File: src/rtl/aot_sequencer.sv
module aot_sequencer #(
  parameter int CLK_NS  = 10,
  parameter int TON_NS0 = 2340,
  parameter int TON_NS1 = 1950,
  parameter int TON_NS2 = 1490,
  parameter int TON_NS3 = 1111
) (
  input  logic       clk,
  input  logic       rst_n,
  input  logic       halt,
  input  logic       set_req,
  input  logic       zc_det,
  input  logic       oc_det,
  input  logic       sw_low,
  input  logic       lsg_low,
  input  logic       fccm,
  input  logic [1:0] fsel,
  output logic       hs_en,
  output logic       ls_en
);
  localparam int T0 = (TON_NS0 / CLK_NS < 1) ? 1 : TON_NS0 / CLK_NS;
  localparam int T1 = (TON_NS1 / CLK_NS < 1) ? 1 : TON_NS1 / CLK_NS;
  localparam int T2 = (TON_NS2 / CLK_NS < 1) ? 1 : TON_NS2 / CLK_NS;
  localparam int T3 = (TON_NS3 / CLK_NS < 1) ? 1 : TON_NS3 / CLK_NS;
  localparam int TA = (T0 > T1) ? T0 : T1;
  localparam int TB = (T2 > T3) ? T2 : T3;
  localparam int TMAX = (TA > TB) ? TA : TB;
  localparam int CW = $clog2(TMAX + 1);

  typedef enum logic [2:0] {ST_OFF, ST_HS, ST_DTH, ST_LS, ST_DTL} st_t;

  st_t st, nxt;
  logic [CW-1:0] cnt, preset;
  logic pend, armed;
  logic req, go, start;

  always_comb begin
    case (fsel)
      2'd0:    preset = CW'(T0);
      2'd1:    preset = CW'(T1);
      2'd2:    preset = CW'(T2);
      default: preset = CW'(T3);
    endcase
  end

  assign req = pend | set_req;
  assign go  = req & ~oc_det & lsg_low;

  always_comb begin
    nxt = st;
    case (st)
      ST_OFF: if (go) nxt = ST_HS;
              else if (fccm && armed && sw_low) nxt = ST_LS;
      ST_HS:  if (cnt == '0) nxt = ST_DTH;
      ST_DTH: if (sw_low) nxt = ST_LS;
      ST_LS:  if (req && !oc_det) nxt = ST_DTL;
              else if (zc_det && !fccm) nxt = ST_OFF;
      ST_DTL: if (go) nxt = ST_HS;
      default: nxt = ST_OFF;
    endcase
    if (halt) nxt = ST_OFF;
  end

  assign start = (nxt == ST_HS) && (st != ST_HS);

  always_ff @(posedge clk) begin
    if (!rst_n) begin
      st    <= ST_OFF;
      cnt   <= '0;
      pend  <= 1'b0;
      armed <= 1'b0;
    end else begin
      st <= nxt;
      if (start) cnt <= preset - CW'(1);
      else if (st == ST_HS && cnt != '0) cnt <= cnt - CW'(1);
      pend <= (halt || start) ? 1'b0 : req;
      if (halt) armed <= 1'b0;
      else if (start) armed <= 1'b1;
    end
  end

  assign hs_en = (st == ST_HS);
  assign ls_en = (st == ST_LS);

  p_ls_after_sw_r3: assert property (@(posedge clk) disable iff (!rst_n)
    $rose(ls_en) |-> $past(sw_low));
  p_hs_after_lsg_r4: assert property (@(posedge clk) disable iff (!rst_n)
    $rose(hs_en) |-> $past(lsg_low));
  p_no_start_oc_r8: assert property (@(posedge clk) disable iff (!rst_n)
    $rose(hs_en) |-> !$past(oc_det));
  p_skip_zc_r5: assert property (@(posedge clk) disable iff (!rst_n)
    (ls_en && zc_det && !fccm) |=> !ls_en);
  p_guard_r7: assert property (@(posedge clk) disable iff (!rst_n)
    $rose(ls_en) |-> armed);
  p_halt_r11: assert property (@(posedge clk) disable iff (!rst_n)
    halt |=> (!hs_en && !ls_en));
  p_exclusive_r10: assert property (@(posedge clk) disable iff (!rst_n)
    $rose(hs_en) |-> !$past(ls_en));
endmodule

File: config.mk
export PLATFORM = sky130hd
export DESIGN_NAME = aot_sequencer
export DESIGN_NICKNAME = d
export VERILOG_FILES = /design/src/rtl/aot_sequencer.sv
export SDC_FILE = /design/constraint.sdc
export NUM_CORES = 1
export LEC_CHECK = 0
export CORE_UTILIZATION = 47
export CTS_CLUSTER_DIAMETER = 100
export CTS_CLUSTER_SIZE = 20
export DETAILED_ROUTE_END_ITERATION = 12
export HOLD_SLACK_MARGIN = 0.02
export PLACE_DENSITY = 0.74
export SETUP_SLACK_MARGIN = 0.05
export SLEW_MARGIN = 20
export SYNTH_ARGS = -nofsm -noshare
export SYNTH_HDL_FRONTEND = slang
export SYNTH_SLANG_ARGS = --single-unit
File: constraint.sdc
create_clock -name clk -period 2.8 [get_ports clk]
set_input_delay 0.7 -clock clk [delete_from_list [all_inputs] [get_ports clk]]
set_output_delay 0.7 -clock clk [all_outputs]
set_load 0.1 [all_outputs]
Yosys cells after proc, flatten, opt, wreduce, memory -nomap -nowiden

Index checks and enable logic that the tools add are counted.

Flip-flop bits (word level): 13
Bits in latches: 0
RAM bits: 0
Bits in read-only memories: 0
Word-level logic and storage cells: 47
Memories: 0

$add $sub $neg: 2
Multiply operators: 0
Divide/modulo/power cells: 0
$lt $le $gt $ge: 0
Equal/unequal tests: 8
Shift-type cells: 0
Mux-type cells: 12
Bitwise logic cells: 5
Reductions and logical operators: 16

Operators by type and width:

| operator                                                                 | number |
|---|---|
| 3-bit two-way mux                                                        | 8 |
| 8-bit one-hot mux with 3 select lines                                    | 1 |
| 8-bit two-way mux                                                        | 2 |
| 8-bit by 1-bit subtractor with 8-bit output (second input constant)      | 2 |
| 3-bit one-hot mux with 5 select lines                                    | 1 |
| 8-bit logical NOT                                                        | 1 |
| 8-bit nonzero test                                                       | 1 |
| 3-bit by 1-bit == test with 1-bit output (second input constant)         | 2 |
| 3-bit by 2-bit == test with 1-bit output (second input constant)         | 2 |
| 1-bit logical AND                                                        | 6 |
| 2-bit OR reduction                                                       | 2 |
| 3-bit == test (second input constant)                                    | 1 |
| 3-bit logical NOT                                                        | 1 |
| 3-bit by 1-bit inequality test with 1-bit output (second input constant) | 1 |
| 1-bit AND                                                                | 2 |
| 2-bit by 1-bit == test with 1-bit output (second input constant)         | 1 |
| 2-bit == test (second input constant)                                    | 1 |
| 1-bit logical NOT                                                        | 2 |
| 2-bit logical NOT                                                        | 1 |
| 1-bit inverter                                                           | 2 |
| 2-bit nonzero test                                                       | 1 |
| 1-bit logical OR                                                         | 1 |
| 1-bit OR                                                                 | 1 |

Longest topological paths before layout

Gate-level depths: netlist of the first run.

Depth after elaboration: 10
Depth in mapped cells: 13

Least setup slack after synthesis of the first run

Ideal clock, no wire load.

Path type: register to register
From: register st[1]
To: register cnt[6]
Library setup time: 0.124 ns
Data arrival time: 3.388 ns
Path slack: -0.712 ns
Stages on the path, launching flop included: 14
Cells stage by stage: dfxtp_1 nor3b_2 o21a_1 buf_6 a311oi_2 nand4b_1 buf_6 buf_8 a21oi_1 ha_1 nand4_1 xnor2_1 nand3_1 o31ai_1

RTL lines:

| element                                                 | RTL line | source |
|---|---|---|
| from (decl)                                             | 32       | `st_t st, nxt;` |
| from (signal assigned)                                  | 73       | `st <= nxt;` |
| 3-bit by 1-bit == test with 1-bit output (*)            | --       |  |
| named net hs_en                                         | 18       | `output logic hs_en,` |
| 3-bit one-hot mux with 5 select lines                   | 51       | `case (st)` |
| 3-bit two-way mux                                       | 61       | `if (halt) nxt = ST_OFF;` |
| 3-bit by 1-bit == test with 1-bit output                | 64       | `assign start = (nxt == ST_HS) && (st != ST_HS);` |
| 1-bit logical AND                                       | 64       |  |
| 8-bit two-way mux or 2-bit nonzero test (tied branches) | --       |  |
| to (signal assigned)                                    | 74       | `if (start) cnt <= preset - CW'(1);` |
| to (signal assigned)                                    | 75       | `else if (st == ST_HS && cnt != '0) cnt <= cnt - CW'(1);` |
| to (decl)                                               | 33       | `logic [CW-1:0] cnt, preset;` |

The timed path passes the listed nets; every way through them passes the cells marked *.
A chain may end at the register's enable or synchronous reset.

Worst setup path in the final report of the first run

From: input zc_det
To: register cnt[6]

Word-level cells in the longest chain between the ends: 8

Ends and longest elaborated chain:

| element                                                 | RTL line | source |
|---|---|---|
| from (decl)                                             | 12       | `input logic zc_det,` |
| 1-bit logical AND (*)                                   | 57       | `else if (zc_det && !fccm) nxt = ST_OFF;` |
| 3-bit two-way mux (*)                                   | 57       |  |
| 3-bit two-way mux (*)                                   | 56       | `ST_LS: if (req && !oc_det) nxt = ST_DTL;` |
| 3-bit one-hot mux with 5 select lines (*)               | 51       |  |
| 3-bit two-way mux (*)                                   | 61       |  |
| 3-bit by 1-bit == test with 1-bit output (*)            | 64       |  |
| 1-bit logical AND (*)                                   | 64       |  |
| 8-bit two-way mux or 2-bit nonzero test (tied branches) | --       |  |

Mark *: on every way between the ends. The rest lies on a longest branch, timed or not.

==> flow_summary.toml, run 1 <==
[die]
design.die.area_um2 = 2000
ios = 13
fp.coreArea_um2 = 1730
die_h_um = 44.8
initial_core_util_pct = 49.8
die_w_um = 44.8
fp-row-count = 15

[clocking]
cts.sink_count = 13
tritoncts_clock_tree = "built"
htree_num_levels = 1
cts_buffers = 3
cts.clk_slew.worst_paths_ns = 0.07
cts.root.buffer_cell = "clkbuf_4"
clk_latency_ns = 0.27
cts_max_path_buffers = 2

[route]
antenna_violating_nets_post_route = 0
routedWlPerCell_um = 14.7
firstDrtPassIters = 4
routed_via_density = 5.71
remaining_drc_errors = 0
detailedRoute.firstIterationViolations = 41
drt-total-wl_mm = 2.28
dr_total_vias = 885

[finish]
insertedDiodeCount = 0
multi_input_area_um2 = 586
final_common_cell = "buf_4"
sequential_cell_area_um2 = 264
syn2layout_area_growth_pct = 39.3
layout_common_cells = "buf_4, nor2_1, dfxtp_1"
post_route_cells_drive_above_1_share_pct = 31.5
final_area_um2 = 1200
fillers = 135
final_nets = 146

[timing]
unrepaired_setup_endpoints_after_global_routing = "false"
crit_path_time_final_ns = 2.66
timing.final.hold_violations = 0
clock-skew-final_ns = 0.00158
final.setup.worst_slack_ns = 0.142
final_max_slew_viol_count = 0
max_freq_mhz = 376
slew_limit_headroom_pct = 77.9
setup_violations = 0
layout_worst_path_cycle_share_pct = 94.9
tightest_pin_transition_ns = 0.330

[yosys]
net_count_of_the_mapped_netlist = 116
postSynthRegisterBits = 13
synthesis.area_um2 = 860
synthCells = 101
syn_area_per_cell_um2 = 8.51
synth_seq_area_share_pct = 30.3
yosys.cell_types.count = 41
synthesis.yosys.warnings = 0

[pwr]
powerDensity_nw_per_um2 = 386
cellLeakagePower_nw = 0.498
vdd_ir_drop_max_mv = 0.392

[critical_path]
worst-path-max-fanout = 6
worstSetupStartpoint = "zc_det"
ff2ff_setup_slack_ns = 0.25
worst_r2r_path_depth = 12
worst-endpoint-arrival_ns = 2.85
critical_path.reg2reg.startpoint = "cnt[3]"
end_kind = "register"
timing.critical_path.required_ns = 2.99
crit-reg2reg-capture = "cnt[6]"
crit_type = "in -> reg"
critPathLaunchType = "input pin"

[global_routing]
grt_start_max_net_pins = 16
grt_remaining_overflow = 0
groute.usage.overall_pct = 23.8
grt_antenna_before_repair = 0
first_global_vias = 762
grt_first_pass_wirelength_mm = 3.37

[outcome]
outcome = "finished, final reports clean"

[placed_design]
gp_congestion = 0.841
placed_cell_area_um2 = 1050
hpwl_mm = 1.55
pre_cts_slack_ns = -0.411
placement.io_buffers = 12

[worst_hold_path]
endpoint_worst_hold = "armed"
hold_path_startpoint = "armed"
min_delay_path_depth = 2
min-delay-path-class = "reg -> reg"

[run]
maxCapViolations = 0
## registers in the layout, indices dropped and copies added (netlist names)
signal  count
pend        1
cnt         8
st          3
armed       1
## worst max path at each step
stage / endpoint / slack [ns] / depth (start not counted)
floorplan: cnt[6] / -0.17 / 13
global placement: cnt[6] / -0.29 / 12
detailed placement: cnt[6] / -0.41 / 12
CTS: cnt[6] / 0.07 / 13
global route: cnt[2] / 0.03 / 12
finish: cnt[6] / 0.14 / 13
## cells in the mapped netlist, drive strengths merged
master   number  area share (%)
a211oi        1             1.5
a21boi        1            0.87
a21oi         7             4.1
a221oi        1             1.0
a311oi        1             1.7
a31oi         2             1.5
a32o          1             1.2
a32oi         1             1.0
a41oi         1             1.0
and3          1            0.73
and4bb        1             1.5
buf           4             4.9
dfxtp        13              30
ha            4             5.8
inv           8             3.5
nand2         4             1.7
nand2b        3             2.2
nand3         2             1.2
nand4         1            0.73
nand4b        1             1.0
nor2         12             5.2
nor2b         1            0.73
nor3          4             2.3
nor3b         1             1.5
o2111ai       1             1.0
o211a         1             1.2
o211ai        2             1.7
o21a          1            0.87
o21ai         3             1.7
o21ba         1             1.2
o21bai        1            0.87
o22ai         1            0.73
o31ai         4             3.5
or2b          1            0.87
or3           1            0.87
or4           2             2.2
xnor2         3             3.1
xor2          3             3.1
## report_power, final
group,internal (mW),total [mW],switching (mW)
sequential,0.196,0.208,0.0124
combinational,0.0747,0.140,0.0656
clock,0.0553,0.114,0.0589
## stage by stage
step	setup TNS, ns	hold slack, ns	util (%)	power [mW]	std cells
floorplan	-0.486	0.419	-	0.290	101
global placement	-1.11	0.435	60.9	0.323	143
detailed placement	-1.52	0.440	60.9	0.328	143
CTS	0	0.451	66.0	0.455	151
global route	0	0.505	69.3	0.490	155
finish	0	0.461	69.3	0.462	155
## logic make-up after synthesis
family | count (synthesis) | share of synthesized area, %
simple gates | 35 | 22.7
fa+ha+maj | 4 | 5.82
xor+xnor | 6 | 6.11
flops | 13 | 30.3
buf+inv | 12 | 8.44
compound gates | 31 | 26.6
## per-layer routing
metal	wire length (um)	up-vias	GRT usage, %
met4	13	0	3.64
met5	0	-	0
li1	-	432	-
met2	1140	36	39.4
met1	985	415	30.0
met3	141	2	9.20
## final cells by class
class                           count  share of cell area, %
Multi-Input combinational cell     76                   48.9
Clock buffer                        4                   2.19
Inverter                            8                   2.51
Sequential cell                    13                   22.0
Tap cell                           25                   2.61
Timing Repair Buffer               29                   21.7
## worst max-delay path, cell delays in order
cell	delay (ns)
clkdlybuf4s50_1	0.44
nor2b_1	0.21
o31ai_2	0.09
a311oi_2	0.28
nand4b_1	0.16
buf_6	0.14
nor2_2	0.04
a21oi_2	0.16
ha_4	0.19
nand4_1	0.10
xnor2_1	0.18
nand3_1	0.08
o31ai_1	0.07
## timing repair
action / 4_1_cts / 5_1_grt
hold buffers: 0 / 0
endpoints found under the setup margin: 4 / 4
buffers inserted: 4 / 4
pin swaps: 4 / 10
hold endpoints to repair: 0 / 0
gates resized for setup: 6 / 9
Power figures use the tool's default switching activity.
==> run 2, diff against run 1 <==
--- a/config.mk
+++ b/config.mk
@@ -9,6 +9,7 @@
 export CTS_CLUSTER_DIAMETER = 100
 export CTS_CLUSTER_SIZE = 20
 export DETAILED_ROUTE_END_ITERATION = 12
+export GPL_ROUTABILITY_DRIVEN = 0
 export HOLD_SLACK_MARGIN = 0.02
 export PLACE_DENSITY = 0.74
 export SETUP_SLACK_MARGIN = 0.05
==> results of run 2 <==
Same layout as run 1: the final DEF is identical, and so are final timing and power.
